===== src/rtl/irq_line_ctrl.sv =====
module irq_line_ctrl #(
  parameter int LINES  = 4,
  parameter int WORD_W = 32
) (
  input  logic              clk,
  input  logic              rst_n,
  input  logic              wr_en,
  input  logic [WORD_W-1:0] wr_data,
  output logic [WORD_W-1:0] rd_data,
  output logic [LINES-1:0]  pin_oe,
  input  logic [LINES-1:0]  pin_in
);
  localparam int USED_W = 3 * LINES;

  logic [LINES-1:0] req_q, ena_q, sync1_q, sync2_q;

  always_ff @(posedge clk or negedge rst_n) begin
    if (!rst_n) begin
      req_q <= '0;
      ena_q <= '0;
    end else if (wr_en) begin
      req_q <= wr_data[LINES-1:0];
      ena_q <= wr_data[2*LINES-1:LINES];
    end
  end

  always_ff @(posedge clk or negedge rst_n) begin
    if (!rst_n) begin
      sync1_q <= '1;
      sync2_q <= '1;
    end else begin
      sync1_q <= pin_in;
      sync2_q <= sync1_q;
    end
  end

  assign pin_oe  = req_q & ena_q;
  assign rd_data = {{(WORD_W-USED_W){1'b0}}, ~sync2_q, ena_q, req_q};
endmodule


===== config.mk =====
export PLATFORM = sky130hd
export DESIGN_NAME = irq_line_ctrl
export DESIGN_NICKNAME = d
export VERILOG_FILES = /design/src/rtl/irq_line_ctrl.sv
export SDC_FILE = /design/constraint.sdc
export NUM_CORES = 1
export LEC_CHECK = 0
export ABC_AREA = 1
export BUFFER_PORTS_ARGS = -buffer_cell sky130_fd_sc_hd__buf_4
export CAP_MARGIN = 15
export CORE_MARGIN = 2
export CORE_UTILIZATION = 30
export DETAILED_ROUTE_END_ITERATION = 7
export GPL_ROUTABILITY_DRIVEN = 0
export PLACE_DENSITY_LB_ADDON = 0.15
export RECOVER_POWER = 25
export SLEW_MARGIN = 20
export SYNTH_ARGS = -nofsm -noshare
export SYNTH_HDL_FRONTEND = slang
export SYNTH_SLANG_ARGS = --single-unit

===== constraint.sdc =====
create_clock -name clk -period 0.8 [get_ports clk]
set_input_delay 0.08 -clock clk [delete_from_list [all_inputs] [get_ports clk]]
set_output_delay 0.08 -clock clk [all_outputs]
set_load 0.01 [all_outputs]

==> reports/results.tsv, run 1 <==
metric	value	unit
outcome	finished with violations	
violated checks	setup timing	
Root Buffer Master	clkbuf_4	
Yosys cell types	8	
Hold WS	67.8	ps
synth-to-layout area growth	59.9	%
vias per std cell	3.64	
initial antenna violation count	0	
Synth area leader	dfstp_2	
Net Sw Frac	25.0	%
total CTS buffers	3	
Via Count	553	
TritonRoute pass-1 iters	4	
RSZ-0062 raised after global routing	true	
initial drt markers	3	
hpwl dp	928	um
critical path arrival	950	ps
share of cells above drive strength 1	41.1	%
CP Capture Type	output pin	
Setup CP Type	reg2out	
Syn Std Cell Area	714	um^2
Starting Density	32.0	%
final net count	164	
Syn Inst Count	75	
Startpoint Class	flop	
Hold Path Class	in2reg	
Final Hold Viols	0	
CTS tree	done	
combinational share of power	22.3	%
period utilization	129	%
worst-path cell chain	inv_2, buf_6	
first-pass GRT wire length	2190	um
worst stage delay on the critical path	530	ps
Worst Path Max Fanout	1	
Die Wd	52.8	um
final wirelength	1350	um
FMAX	972	MHz
top post-synthesis cells by area	dfstp_2, dfrtp_1, buf_4	
die area	2790	um^2
CTS Buffer Depth	2	
worst path required time	720	ps
DRC	0	
number of top-level pins	75	
YS warnings	0	
Core Rows	17	
grt ovf	0	
pwr/cell area	1630	nW/um^2
Num Clock Sinks	16	
routed length per instance	8.90	um
final setup fails	16	
Max Cap Viol	0	
post-route setup slack	-228	ps
Int Pwr	1.39	mW
sequential fraction of the synthesis area	57.4	%
# diodes	0	
switching power	464	uW
Overall Power	1.86	mW
largest net degree at the start of global routing	17	
Top delay family on crit path	flip-flops	
WP buf/inv	2	
number of port buffers	30	
fin area	1140	um^2
antenna-violating nets left	0	
Synth Area per Inst	9.53	um^2
DP Area	885	um^2
worst-skew pair later-pin latency	280	ps
Max Slew Vio Count	0	
sequential power share	49.7	%
Reg clk slew, reported paths	90	ps
CTS H-tree depth	1	
clock skew	0.681	ps
Synth top area share	29.4	%
maximum vdd ir drop	1.07	mV
Yosys reg bits	16	
Lkg Pwr	0.638	nW
pre-CTS setup slack	56.7	ps
clock power share	28.0	%
CORE AREA	2230	um^2
vias in the first global route	563	
Die Span Y	52.8	um
GRT Util Overall	11.6	%
Slowest cell on crit path	dfstp_2	
Final min period	1030	ps
## cells in the mapped netlist (all sizes together)
cell type	number
nand2	28
buf	21
inv	9
dfrtp	8
dfstp	8
conb	1
## registers in the layout, indices dropped and copies added (netlist names)
| register | cells |
|---|---|
| sync2_q | 4 |
| sync1_q | 4 |
| ena_q | 4 |
| req_q | 4 |
## per-layer routing
layer,vias to the layer above,GRT usage [%],share of wire [%]
li1,276,-,-
met1,245,11.0,38
met2,30,21.3,54
met3,2,3.43,7.1
met4,0,7.69,0.74
met5,-,0,0
## cell usage in the layout (no fill, tap or decap)
cell	instances
dfstp_2	8
buf_6	17
clkbuf_4	3
dfrtp_1	8
nand2_1	28
dlygate4sd3_1	13
buf_4	16
conb_1	20
clkbuf_2	1
inv_2	5
clkbuf_8	1
inv_1	4
## repair_timing
item / CTS / global route
hold endpoints to repair: 28 / 0
setup buffers: 2 / 2
hold buffers: 13 / 0
resized for setup: 20 / 1
pin swaps: 4 / 2
endpoints found under the setup margin: 16 / 17
gates cloned: 0 / 0
## metrics by stage
step | util (%) | instances | TNS [ps]
6_report | 51.1 | 152 | -2600
5_1_grt | 51.1 | 152 | -3540
4_1_cts | 50.4 | 150 | -2990
3_5_place_dp | 39.6 | 131 | 0
3_3_place_gp | 39.6 | 131 | 0
2_1_floorplan | - | 94 | 0
## worst reg2reg max path, delay by kind of cell (launching register included)
| family | cells | cell delay, ps |
|---|---|---|
| buffers and inverters | 1 | 140 |
| AND/OR/NAND/NOR | 2 | 90 |
| flip-flops | 1 | 420 |
## final cells by class
type                    instances  area [um^2]
repair buffers                 47          447
fillers                       225         1090
multi-input cells              48          180
inverters                       9         33.8
flip-flops and latches         16          410
well taps                      28         35.0
clock buffers                   4         36.3
## path summary, 6_finish.rpt
| path | depth (start not counted) | slack (ps) | start | end |
|---|---|---|---|---|
| worst max-delay path | 2 | -230 | sync2_q[2] | rd_data[10] |
| worst min-delay path | 3 | 70 | wr_en | req_q[0] |
| worst max register to register | 3 | 50 | req_q[1] | req_q[1] |
| worst min register to register | 0 | 360 | sync1_q[3] | sync2_q[3] |
| max in group asynchronous | 2 | 220 | rst_n | sync1_q[0] |
| min in group asynchronous | 2 | 260 | rst_n | req_q[0] |
## power groups by stage
stage	clock [mW]	sequential (mW)	combinational, mW
after detailed placement	0	0.929	0.299
after global placement	0	0.929	0.295
final	0.520	0.924	0.415
after global routing	0.595	0.934	0.457
after CTS	0.564	0.924	0.404
after floorplan	0	0.941	0.186
## logic make-up after synthesis
logic type | count (synthesis) | synth area share, %
buf+inv | 30 | 27.3
simple gates | 28 | 14.7
flops | 16 | 57.4
other cells | 1 | 0.525
Power figures use the tool's default switching activity.
==> run 2, diff against run 1 <==
--- a/config.mk
+++ b/config.mk
@@ -14,6 +14,7 @@
 export GPL_ROUTABILITY_DRIVEN = 0
 export PLACE_DENSITY_LB_ADDON = 0.15
 export RECOVER_POWER = 25
+export REMOVE_ABC_BUFFERS = 1
 export SLEW_MARGIN = 20
 export SYNTH_ARGS = -nofsm -noshare
 export SYNTH_HDL_FRONTEND = slang
==> run 2 against run 1 <==
Net effect:
- the flow still finishes with violations (setup timing)
- die area unchanged
- cell area down 0.22%
- fmax up 0.49%
- critical endpoint is now rd_data[11]
- wire length down 5.2%
- count of clock-buffer cells in the layout down 1
- combinational power up 3%
- sequential cell count unchanged
- power down 6.0%
==> reports/results.tsv, run 2 (same netlist as run 1, synthesis figures left out) <==
metric	value	unit
Hold Path Origin	wr_en	
Via Count	553	
Reg2Reg Setup Slack	50	ps
CTS H-tree depth	1	
die area	2790	um^2
WP depth	2	
final setup fails	16	
Max Slew Vio Count	0	
Core Rows	17	
most common cell after layout, fill and taps aside	nand2_1	
TritonRoute pass-1 iters	2	
hpwl dp	824	um
setup TNS	-2500	ps
final net count	166	
worst path required time	720	ps
Die Span Y	52.8	um
Max Cap Viol	0	
Final Hold Viols	0	
commonest cells after routing, fill and taps aside	nand2_1, conb_1, buf_4, buf_6, dlygate4sd3_1	
total CTS buffers	3	
RSZ-0062 raised after global routing	true	
R2R cell count	3	
worst-path cell chain	inv_2, buf_6	
vias in the first global route	481	
outcome	finished with violations	
Startpoint Class	flop	
worst stage delay on the critical path	530	ps
pwr/cell area	1530	nW/um^2
initial antenna violation count	0	
critical path arrival	940	ps
Reg clk slew, reported paths	90	ps
routed length per instance	8.39	um
Num Clock Sinks	16	
fillers	207	
pre-CTS setup slack	63.7	ps
largest net degree at the start of global routing	17	
FF-to-FF Start	req_q[1]	
Slowest cell on crit path	dfstp_2	
number of top-level pins	75	
Hold EP	req_q[1]	
first-pass GRT wire length	1970	um
Worst Path Max Fanout	1	
period utilization	128	%
R2R Path End	req_q[1]	
share of cells above drive strength 1	42.4	%
Hold WS	85.9	ps
# diodes	0	
GRT Util Overall	10.3	%
WP buf/inv	2	
violated checks	setup timing	
clock skew	0.802	ps
vias per std cell	3.61	
Final min period	1020	ps
Die Wd	52.8	um
Starting Density	32.0	%
number of port buffers	30	
launch point of the worst path	sync2_q[3]	
grt ovf	0	
final wirelength	1280	um
Setup CP Type	reg2out	
Hold Path Class	in2reg	
CP Capture Type	output pin	
FMAX	977	MHz
maximum vdd ir drop	0.807	mV
Lkg Pwr	0.638	nW
worst-skew pair later-pin latency	270	ps
CTS Buffer Depth	2	
synth-to-layout area growth	59.5	%
Top delay family on crit path	flip-flops	
initial drt markers	4	
hold depth	3	
CORE AREA	2230	um^2
post-route setup slack	-223	ps
Root Buffer Master	clkbuf_4	
DRC	0	
CTS tree	done	
antenna-violating nets left	0	
==> run 2: cell types whose count changed in the layout (fill, tap and decap cells not counted), sizes merged <==
cell	delta
buf	+2
clkbuf	-1
==> run 2: how the worst max path moves through the flow <==
stage,end
after floorplan,ena_q[0]
after global placement,rd_data[10]
after detailed placement,rd_data[11]
after CTS,rd_data[11]
after global routing,pin_oe[0]
final,rd_data[11]
==> run 2: layout make-up <==
| class | count | area [um^2] | area share [%] |
|---|---|---|---|
| clock buffer | 3 | 22.5 | 1.98 |
| inverter | 9 | 33.8 | 2.96 |
| multi-input combinational | 48 | 180 | 15.8 |
| sequential | 16 | 410 | 36.0 |
| tap | 28 | 35.0 | 3.07 |
| timing repair buffer | 49 | 458 | 40.2 |
==> run 2: metal layers <==
layer,vias to the layer above,routed length (um),global-route usage [%]
met5,-,0,0
li1,280,-,-
met4,0,0,5.13
met2,34,642,16.5
met1,239,533,11.7
met3,0,107,4.29
==> run 2: worst min-delay path, cell delays in order <==
cell	delay (ps)
buf_4	140
nand2_1	60
nand2_1	50
==> run 2: stage by stage <==
step                      util, %  std cells  cell area, um^2  total power [mW]
after floorplan                 -         73              624              1.05
after global placement       39.6        131              885              1.22
after detailed placement     39.6        131              885              1.23
after CTS                    49.5        148             1100              1.75
after global routing         51.0        153             1140              1.88
final                        51.0        153             1140              1.75
==> run 2: report_power, final <==
| group | internal, mW | switching [mW] |
|---|---|---|
| registers | 0.881 | 0.0393 |
| clock network | 0.174 | 0.227 |
| logic | 0.245 | 0.180 |
| total | 1.30 | 0.447 |
==> run 2: timing repair <==
item,in CTS,in global routing
gates resized for setup,20,1
setup buffers,1,5
hold buffers,13,0
endpoints found under the hold margin,28,0
pin swaps,4,2
setup endpoints to repair,16,16
